File: src/rtl/ddr_burst_pkg.sv
package ddr_burst_pkg;

   typedef enum logic {
      ORD_SEQ = 1'b0,
      ORD_ILV = 1'b1
   } burst_ord_e;

   typedef struct packed {
      logic [2:0] bl_log;   // log2 of the burst length
      burst_ord_e ord;
      logic [2:0] cl;       // read latency in cycles
   } mode_cfg_t;

   localparam mode_cfg_t MODE_AT_RESET = '{bl_log: 3'd2, ord: ORD_SEQ, cl: 3'd3};

   // length code equals log2 of the length for every defined code
   function automatic logic len_code_ok(input logic [2:0] code, input int max_log);
      return (code != 3'd0) && (int'(code) <= 4) && (int'(code) <= max_log);
   endfunction

   function automatic logic lat_code_ok(input logic [2:0] code, input int max_cl);
      return ((code == 3'd2) || (code == 3'd3)) && (int'(code) <= max_cl);
   endfunction

endpackage

File: src/rtl/ddr_mode_store.sv
module ddr_mode_store
   import ddr_burst_pkg::*;
#(
   parameter int MR_W     = 13,
   parameter int BL_LOG_M = 4,
   parameter int CL_MAX   = 3
) (
   input  logic            clk,
   input  logic            rst_n,
   input  logic            load,
   input  logic [MR_W-1:0] value,
   output mode_cfg_t       cfg,
   output logic            illegal
);

   logic [2:0] len_code;
   logic       ord_bit;
   logic [2:0] lat_code;
   logic       accept;
   logic       unused_hi;

   assign len_code  = value[2:0];
   assign ord_bit   = value[3];
   assign lat_code  = value[6:4];
   assign unused_hi = ^value[MR_W-1:7];

   assign accept = len_code_ok(len_code, BL_LOG_M) && lat_code_ok(lat_code, CL_MAX);

   always_ff @(posedge clk or negedge rst_n) begin
      if (!rst_n) begin
         cfg     <= MODE_AT_RESET;
         illegal <= 1'b0;
      end else if (load) begin
         illegal <= !accept;
         if (accept) begin
            cfg.bl_log <= len_code;
            cfg.ord    <= burst_ord_e'(ord_bit);
            cfg.cl     <= lat_code;
         end
      end
   end

endmodule

File: src/rtl/ddr_beat_gen.sv
module ddr_beat_gen
   import ddr_burst_pkg::*;
#(
   parameter int COL_W    = 10,
   parameter int BL_LOG_M = 4
) (
   input  logic             clk,
   input  logic             rst_n,
   input  logic             go,
   input  logic [COL_W-1:0] start_col,
   input  logic             is_read,
   input  mode_cfg_t        cfg,
   output logic [COL_W-1:0] col,
   output logic             busy,
   output logic             last,
   output logic             beat_rd
);

   localparam int BEAT_W = (BL_LOG_M < 1) ? 1 : BL_LOG_M;

   logic              busy_q;
   logic [BEAT_W-1:0] beat_q;
   logic [COL_W-1:0]  start_q;
   logic [2:0]        bl_log_q;
   burst_ord_e        ord_q;
   logic              rd_q;

   logic [BEAT_W-1:0] final_beat;
   logic [COL_W-1:0]  low_mask;
   logic [COL_W-1:0]  beat_ext;
   logic [COL_W-1:0]  seq_low;
   logic [COL_W-1:0]  ilv_low;
   logic [COL_W-1:0]  col_next;

   assign final_beat = BEAT_W'((32'd1 << bl_log_q) - 32'd1);
   assign low_mask   = ~({COL_W{1'b1}} << bl_log_q);
   assign beat_ext   = COL_W'(beat_q);
   assign seq_low    = (start_q + beat_ext) & low_mask;
   assign ilv_low    = (start_q ^ beat_ext) & low_mask;

   always_comb begin
      col_next = start_q & ~low_mask;
      if (ord_q == ORD_ILV) col_next = col_next | ilv_low;
      else                  col_next = col_next | seq_low;
   end

   assign busy    = busy_q;
   assign last    = busy_q && (beat_q == final_beat);
   assign col     = busy_q ? col_next : '0;
   assign beat_rd = busy_q && rd_q;

   always_ff @(posedge clk or negedge rst_n) begin
      if (!rst_n) begin
         busy_q   <= 1'b0;
         beat_q   <= '0;
         start_q  <= '0;
         bl_log_q <= 3'd2;
         ord_q    <= ORD_SEQ;
         rd_q     <= 1'b0;
      end else if (go) begin
         busy_q   <= 1'b1;
         beat_q   <= '0;
         start_q  <= start_col;
         bl_log_q <= cfg.bl_log;
         ord_q    <= cfg.ord;
         rd_q     <= is_read;
      end else if (busy_q) begin
         if (beat_q == final_beat) begin
            busy_q <= 1'b0;
            beat_q <= '0;
         end else begin
            beat_q <= beat_q + 1'b1;
         end
      end
   end

endmodule

File: src/rtl/ddr_rd_delay.sv
module ddr_rd_delay #(
   parameter int CL_MAX = 3
) (
   input  logic       clk,
   input  logic       rst_n,
   input  logic       beat_rd,
   input  logic [2:0] cl,
   output logic       rd_valid
);

   localparam int DEPTH = CL_MAX - 1;

   logic [DEPTH-1:0] sh_q;

   generate
      if (DEPTH == 1) begin : g_single
         always_ff @(posedge clk or negedge rst_n) begin
            if (!rst_n) sh_q <= '0;
            else        sh_q <= beat_rd;
         end
      end else begin : g_chain
         always_ff @(posedge clk or negedge rst_n) begin
            if (!rst_n) sh_q <= '0;
            else        sh_q <= {sh_q[DEPTH-2:0], beat_rd};
         end
      end
   endgenerate

   // stage i holds the beat flag delayed by i+1 cycles; latency L taps stage L-2
   always_comb begin
      rd_valid = 1'b0;
      for (int i = 0; i < DEPTH; i++) begin
         if (int'(cl) == i + 2) rd_valid = sh_q[i];
      end
   end

endmodule

File: src/rtl/ddr_burst_seq.sv
module ddr_burst_seq
   import ddr_burst_pkg::*;
#(
   parameter int COL_W  = 10,
   parameter int MR_W   = 13,
   parameter int BL_MAX = 16,
   parameter int CL_MAX = 3
) (
   input  logic             clk,
   input  logic             rst_n,
   input  logic             mrs_load,
   input  logic [MR_W-1:0]  mrs_value,
   input  logic             burst_go,
   input  logic [COL_W-1:0] burst_col,
   input  logic             burst_is_read,
   output logic [COL_W-1:0] col_addr,
   output logic             burst_busy,
   output logic             burst_last,
   output logic             rd_valid,
   output logic             mode_illegal
);

   localparam int BL_LOG_M = $clog2(BL_MAX);

   generate
      if (MR_W < 7) begin : g_bad_mr
         $error("mode value must hold at least 7 bits");
      end
      if ((BL_MAX < 4) || (BL_MAX > 16) || ((1 << BL_LOG_M) != BL_MAX)) begin : g_bad_bl
         $error("BL_MAX must be a power of two from 4 to 16");
      end
      if (COL_W < BL_LOG_M + 1) begin : g_bad_col
         $error("COL_W must exceed log2(BL_MAX)");
      end
      if ((CL_MAX < 3) || (CL_MAX > 7)) begin : g_bad_cl
         $error("CL_MAX must lie in 3..7");
      end
   endgenerate

   mode_cfg_t cfg;
   logic      beat_rd;

   ddr_mode_store #(
      .MR_W     (MR_W),
      .BL_LOG_M (BL_LOG_M),
      .CL_MAX   (CL_MAX)
   ) mode_i (
      .clk     (clk),
      .rst_n   (rst_n),
      .load    (mrs_load),
      .value   (mrs_value),
      .cfg     (cfg),
      .illegal (mode_illegal)
   );

   ddr_beat_gen #(
      .COL_W    (COL_W),
      .BL_LOG_M (BL_LOG_M)
   ) beat_i (
      .clk       (clk),
      .rst_n     (rst_n),
      .go        (burst_go),
      .start_col (burst_col),
      .is_read   (burst_is_read),
      .cfg       (cfg),
      .col       (col_addr),
      .busy      (burst_busy),
      .last      (burst_last),
      .beat_rd   (beat_rd)
   );

   ddr_rd_delay #(
      .CL_MAX (CL_MAX)
   ) rdly_i (
      .clk      (clk),
      .rst_n    (rst_n),
      .beat_rd  (beat_rd),
      .cl       (cfg.cl),
      .rd_valid (rd_valid)
   );

endmodule

File: config.mk
export PLATFORM = sky130hd
export DESIGN_NAME = ddr_burst_seq
export DESIGN_NICKNAME = d
export VERILOG_FILES = /design/src/rtl/ddr_burst_pkg.sv /design/src/rtl/ddr_mode_store.sv /design/src/rtl/ddr_beat_gen.sv /design/src/rtl/ddr_rd_delay.sv /design/src/rtl/ddr_burst_seq.sv
export SDC_FILE = /design/constraint.sdc
export NUM_CORES = 1
export LEC_CHECK = 0
export BUFFER_PORTS_ARGS = -buffer_cell sky130_fd_sc_hd__buf_2
export CAP_MARGIN = 40
export CORE_MARGIN = 3
export CORE_UTILIZATION = 48
export DETAILED_ROUTE_END_ITERATION = 16
export GPL_TIMING_DRIVEN = 0
export HOLD_SLACK_MARGIN = 0.1
export PLACE_DENSITY = 0.74
export SYNTH_ARGS = -nofsm -noshare
export SYNTH_HDL_FRONTEND = slang
export SYNTH_HIERARCHICAL = 1
export SYNTH_SLANG_ARGS = --single-unit
File: constraint.sdc
create_clock -name clk -period 1.85 [get_ports clk]
set_input_delay 0.2775 -clock clk [delete_from_list [all_inputs] [get_ports clk]]
set_output_delay 0.2775 -clock clk [all_outputs]
set_load 0.02 [all_outputs]
==> After elaboration in Yosys (flattened, before gate mapping) <==
Cells that the tools add are included.
{ "word_totals": {"register_bits": 30, "inputBits": 28, "out_inout_bits": 14, "word_cells": 52} }
{ "classes": {"addsub": 3, "n_lt_le_gt_ge": 2, "n_eq_ne": 5, "shifts": 2, "n_mux": 10, "bitwise_logic": 8, "reduce_logical": 11} }
{ "op_table": {"columns": ["operator", "n"], "rows": [
  ["bitwise AND 10 bit", 3],
  ["2-to-1 mux 10 bit", 2],
  ["inverter 10 bit", 2],
  ["OR 10 bit", 2],
  ["2-to-1 mux 4 bit", 3],
  ["adder 10 x 4 -> 10 bit", 1],
  ["<< shifter 10 x 3 -> 10 bit, first input constant", 1],
  ["XOR 10 x 4 -> 10 bit", 1],
  ["equality test 3 x 2 -> 1 bit, second input constant", 2],
  ["equality test 3 bit, second input constant", 2],
  ["logical AND 1 bit", 6],
  ["2-to-1 mux 1 bit", 5],
  ["adder 4 x 1 -> 4 bit, second input constant", 1],
  ["equality test 4 bit", 1],
  ["<< shifter 1 x 3 -> 4 bit, first input constant", 1],
  ["subtractor 4 x 1 -> 4 bit, second input constant", 1],
  ["<= comparator 3 x 2 -> 1 bit, second input constant", 1],
  ["<= comparator 3 bit, second input constant", 1],
  ["nonzero test 3 bit", 1],
  ["AND reduction 2 bit", 1],
  ["nonzero test 2 bit", 1],
  ["zero test 1 bit", 1],
  ["logical OR 1 bit", 1]
]} }

==> Logic depth before layout (Yosys ltp) <==
{ "depth": {"word_depth": 7, "ltp_mapped": 6, "mapped_depth_nobuf": 6} }

==> Modules after synthesis <==
The synthesis kept the hierarchy.
{ "by_module_without_submodules": {"columns": ["module", "n_inst", "cells_each", "area_per_inst_um2", "seq_area_each_um2"], "rows": [
  ["ddr_beat_gen", 1, 115, 1246.2, 501.7],
  ["ddr_mode_store", 1, 33, 384.1, 203.9],
  ["ddr_rd_delay", 1, 4, 72.6, 50.0]
]} }

==> Worst setup path before layout <==
Ideal clock, no wire load.
{ "synth_path": {"path_kind": "register -> output", "startpoint": "register beat_i.beat_q[0]", "endpoint": "output port col_addr[4]", "arrival_time_ps": 1896, "t_required_ps": 1572, "path_slack_ps": -323, "path_stages_with_launch": 7, "path_buffers": 0, "cell_sequence": "dfrtp_1 ha_1 fa_1 a21o_1 a21oi_1 o31ai_1 a21oi_1"} }
{ "synth_via": {"elab_chain_cells": 5} }
{ "synth_rtl": {"columns": ["item", "line", "source"], "rows": [
  ["start, declared", "ddr_beat_gen.sv:22", "logic [BEAT_W-1:0] beat_q;"],
  ["start signal, assigned", "ddr_beat_gen.sv:72", "beat_q <= beat_q + 1'b1;"],
  ["adder 10 x 4 -> 10 bit", "ddr_beat_gen.sv:38", "assign seq_low = (start_q + beat_ext) & low_mask;"],
  ["bitwise AND 10 bit", "ddr_beat_gen.sv:38", null],
  ["OR 10 bit", "ddr_beat_gen.sv:44", "else col_next = col_next | seq_low;"],
  ["2-to-1 mux 10 bit", "ddr_beat_gen.sv:43", "if (ord_q == ORD_ILV) col_next = col_next | ilv_low;"],
  ["2-to-1 mux 10 bit", "ddr_beat_gen.sv:49", "assign col = busy_q ? col_next : '0;"],
  ["end, declared", "ddr_burst_seq.sv:16", "output logic [COL_W-1:0] col_addr,"]
]} }
Every way passes these cells.

==> Worst setup path after layout <==
{ "layout_path": {"startpoint": "register beat_i.start_q[2]", "endpoint": "output port col_addr[4]"} }
{ "layout_via": {"elab_chain_cells": 5} }
{ "layout_rtl": {"columns": ["item", "line", "source"], "rows": [
  ["start, declared", "ddr_beat_gen.sv:23", "logic [COL_W-1:0] start_q;"],
  ["start signal, assigned", "ddr_beat_gen.sv:63", "start_q <= start_col;"],
  ["adder 10 x 4 -> 10 bit", "ddr_beat_gen.sv:38", null],
  ["bitwise AND 10 bit", "ddr_beat_gen.sv:38", null],
  ["OR 10 bit", "ddr_beat_gen.sv:44", null],
  ["2-to-1 mux 10 bit", "ddr_beat_gen.sv:43", null],
  ["2-to-1 mux 10 bit", "ddr_beat_gen.sv:49", null]
]} }
Every way passes these cells.

==> results.yml <==
yosys:
  yosysTopAreaCellShare_pct: 38.2
  post_synth_and_or_nand_nor_area_fraction_pct: 19.5
  synth_warnings: 6
  syn_area_sq_um: 1700
  synth_area_leaders: "sky130_fd_sc_hd__dfrtp_1, sky130_fd_sc_hd__mux2_2, sky130_fd_sc_hd__dfstp_2, sky130_fd_sc_hd__ha_1, sky130_fd_sc_hd__o21ai_0"
  synth_cell_type_count: 48
  synth_edf_count: 0
  synth.avg_cell_area_sq_um: 11.2
  yosys.area_share.adder_pct: 4.85
  synth_mux_area_share_pct: 13.6
  synth-compound-area-share_pct: 11.9
  post_synthesis_instance_total: 152
  synth_xor_area_share_pct: 2.57
  syn_nets: 186
  dominantRegCellSynth: "sky130_fd_sc_hd__dfrtp_1"
  synthArstFlopShare_pct: 100
  synth_area_leader_cell: "sky130_fd_sc_hd__dfrtp_1"
  synth.yosys.seq_area_share_pct: 44.4
  synth_top_family_by_area: "simple AND/OR/NAND/NOR gates"
  ys_seq_elements: 30
floorplan:
  die-width_um: 65.6
  io_pins: 42
  initial_core_util_pct: 50.2
  core_area_sq_um: 3390
  row_count: 21
  height_of_the_die_um: 65.6
  design.die.area_sq_um: 4300
timing:
  hold_violations: 0
  maxClockFrequency_mhz: 414
  worst-slew-pin-transition_ps: 652
  skew_ps: 9.31
  slew_limit_headroom_pct: 56.6
  setup_viol_count_final: 11
  report.final.slew_viol_count: 0
  post-route-min-period_ps: 2410
  unrepaired_setup_endpoints_after_global_routing: "yes"
  post-route-period-util_pct: 131
  final.setup.worst_slack_ps: -564
detailed_routing:
  drc: 0
  firstDrtPassIters: 4
  first_iter_violations: 83
  antenna_left: 0
  dr_total_vias: 1419
  drt-wirelength-per-cell_um: 16.6
  route.final.wire_length_um: 4170
  avgViaCountPerCell: 5.65
layout:
  stdcell_count: 251
  drive_above_1_share_pct: 53.2
  post_route_cell_area_sq_um: 2300
  final.fill_count: 253
  antennaDiodeCount: 0
  num-nets-final: 238
  synthToLayoutAreaGrowth_pct: 35.0
status:
  status: "finished, violations left"
  violations_in_the_final_reports: "negative setup slack"
worst_setup_path:
  worstPathArrival_ps: 2140
  critPathRequiredTime_ps: 1570
  critical_path.startpoint: "beat_i/start_q[2]"
  worst_setup_path_end_kind: "output pin"
  critical_path.reg2reg.startpoint: "beat_i/beat_q[1]"
  start_kind: "flip-flop"
  worst-setup-path-type: "reg -> out"
  path_max_fanout: 4
clock_network:
  htree_levels: 2
  max-clock-path-buffers: 2
  clock_insertion_delay_worst_skew_ps: 330
  clock_tree_from_tritoncts: "yes"
  clkSinkCount: 30
  clk_pin_slew_worst_paths_ps: 100
  cts_bufs_inserted: 5
  clock_root_buffer: "sky130_fd_sc_hd__clkbuf_4"
global_routing:
  first_pass_grt_wire_length_um: 6790
  gr_overflow_total: 0
  grt_use_total_pct: 20.6
  antenna_found_initial: 0
  pin_count_of_the_biggest_net_entering_global_routing: 31
  number_of_global_route_vias_before_repair: 1519
place:
  placement.setup.worst_slack_ps: -296
  detailed_place.area_sq_um: 2020
  dp_hpwl_um: 2700
  place.detailed.instances: 232
  finalWeightedCongestion: 0.833
  buffer_ports.inserted: 34
job:
  drv.max_cap_violation_count: 0
power_and_ir_drop:
  power_leakage_uw: 0.000967
  power_per_cell_area_nw_per_um2: 792
  max-vdd-ir-drop_mv: 0.530
hold_path:
  min_from: "burst_col[2]"
  timing.hold.worst.class: "in -> reg"
==> final cells by class <==
type                       instances  area [sq um]  share of cell area [%]
clock inverter                     1          5.00                   0.218
sequential                        30           759                    33.0
inverter                           4          15.0                   0.653
tap                               46          57.6                    2.50
clock buffer                       7          55.1                    2.39
buffer                             6          33.8                    1.47
multi-input combinational        111          1060                    46.2
timing repair buffer              46           310                    13.5
==> flip-flops by register name, summed over array words and instances, names as in the netlist <==
name,cells
beat_i/rd_q,1
beat_i/ord_q,1
beat_i/busy,1
beat_i/beat_q,4
mode_i/illegal,1
mode_i/cfg,7
beat_i/start_q,10
rdly_i/sh_q,2
beat_i/bl_log_q,3
==> power breakdown <==
group	internal [uW]	switching, uW	total (uW)	leakage [uW]
clock	184	223	407	0.0000353
sequential	730	77.0	807	0.000338
combinational	312	296	608	0.000594
==> worst max-delay path, cell delays in order (launching register included) <==
cell and delay (ps):
sky130_fd_sc_hd__dfrtp_1 440, sky130_fd_sc_hd__ha_4 320, sky130_fd_sc_hd__a21o_1 160, sky130_fd_sc_hd__a21oi_4 80
sky130_fd_sc_hd__or4_4 500, sky130_fd_sc_hd__a21oi_4 160, sky130_fd_sc_hd__buf_6 140
==> cells in the final DEF (no fill, tap or decap), types with 2 or more instances in the layout <==
master / n
sky130_fd_sc_hd__and2_1: 4
sky130_fd_sc_hd__dfstp_2: 4
sky130_fd_sc_hd__a21oi_4: 4
sky130_fd_sc_hd__nand2_1: 6
sky130_fd_sc_hd__inv_1: 4
sky130_fd_sc_hd__ha_4: 4
sky130_fd_sc_hd__mux2_1: 2
sky130_fd_sc_hd__nor3_4: 2
sky130_fd_sc_hd__buf_2: 30
sky130_fd_sc_hd__dfrtp_1: 23
sky130_fd_sc_hd__mux2i_1: 4
sky130_fd_sc_hd__or4_4: 3
sky130_fd_sc_hd__nand3b_1: 2
sky130_fd_sc_hd__or3_1: 4
sky130_fd_sc_hd__o31ai_2: 2
sky130_fd_sc_hd__mux2_2: 15
sky130_fd_sc_hd__clkbuf_4: 5
sky130_fd_sc_hd__nand2b_1: 3
sky130_fd_sc_hd__dfrtp_2: 3
sky130_fd_sc_hd__a21oi_2: 2
sky130_fd_sc_hd__nand4_1: 2
sky130_fd_sc_hd__a21o_1: 2
sky130_fd_sc_hd__nor2_1: 7
sky130_fd_sc_hd__buf_4: 10
sky130_fd_sc_hd__buf_6: 9
sky130_fd_sc_hd__o21ai_0: 8
sky130_fd_sc_hd__clkbuf_1: 3
sky130_fd_sc_hd__xnor2_1: 5
==> path summary, 6_finish.rpt <==
path / endpoint / cells past startpoint / slack (ps)
worst min register to register: rdly_i/sh_q[1] / 0 / 390
worst max register to register: beat_i/beat_q[2] / 7 / -30
worst max-delay path: col_addr[4] / 6 / -560
worst min-delay path: beat_i/start_q[2] / 2 / 170
max in group asynchronous: beat_i/start_q[1] / 2 / 880
min in group asynchronous: beat_i/start_q[2] / 2 / 510
==> stage by stage <==
step	TNS, ps	utilization [%]	total power, uW	hold WS (ps)
after floorplan	-105	-	1150	-18.1
after global routing	-4060	67.8	1930	149
after CTS	-2850	66.3	1800	160
after global placement	-896	59.5	1280	334
final	-3160	67.8	1820	172
after detailed placement	-1010	59.5	1300	347
==> per-layer routing <==
layer  up-vias  GRT usage (%)  share of wire [%]
met3         6           6.15                4.1
met4         0           8.03                1.1
met1       713           24.4                 42
met2        38           34.9                 53
met5         -              0                  0
li1        662              -                  -
==> synthesized netlist by cell type, types with 3 or more instances <==
| library cell | count |
|---|---|
| sky130_fd_sc_hd__a21oi_1 | 5 |
| sky130_fd_sc_hd__and2_1 | 5 |
| sky130_fd_sc_hd__buf_2 | 4 |
| sky130_fd_sc_hd__dfrtp_1 | 26 |
| sky130_fd_sc_hd__dfstp_2 | 4 |
| sky130_fd_sc_hd__ha_1 | 5 |
| sky130_fd_sc_hd__inv_1 | 4 |
| sky130_fd_sc_hd__mux2_2 | 15 |
| sky130_fd_sc_hd__mux2i_1 | 4 |
| sky130_fd_sc_hd__nand2_1 | 6 |
| sky130_fd_sc_hd__nand2b_1 | 3 |
| sky130_fd_sc_hd__nor2_1 | 7 |
| sky130_fd_sc_hd__o21ai_0 | 9 |
| sky130_fd_sc_hd__or3_1 | 4 |
| sky130_fd_sc_hd__or4_1 | 3 |
| sky130_fd_sc_hd__xnor2_1 | 5 |
==> cell families (layout without fill, tap and decap cells) <==
kind of cell,after synthesis,after routing
simple gates,48,48
compound gates,31,31
flops,30,30
mux,21,21
buf+inv,11,64
fa+ha+maj,6,6
xor+xnor,5,5
==> repair_timing <==
| action | CTS | global route |
|---|---|---|
| hold buffers | 1 | 0 |
| endpoints found under the hold margin | 26 | 0 |
| gates resized for setup | 25 | 5 |
| pin swaps | 9 | 7 |
| setup endpoints to repair | 11 | 11 |
| buffers inserted | 7 | 4 |
No activity file was read; power rests on OpenSTA's default activity.
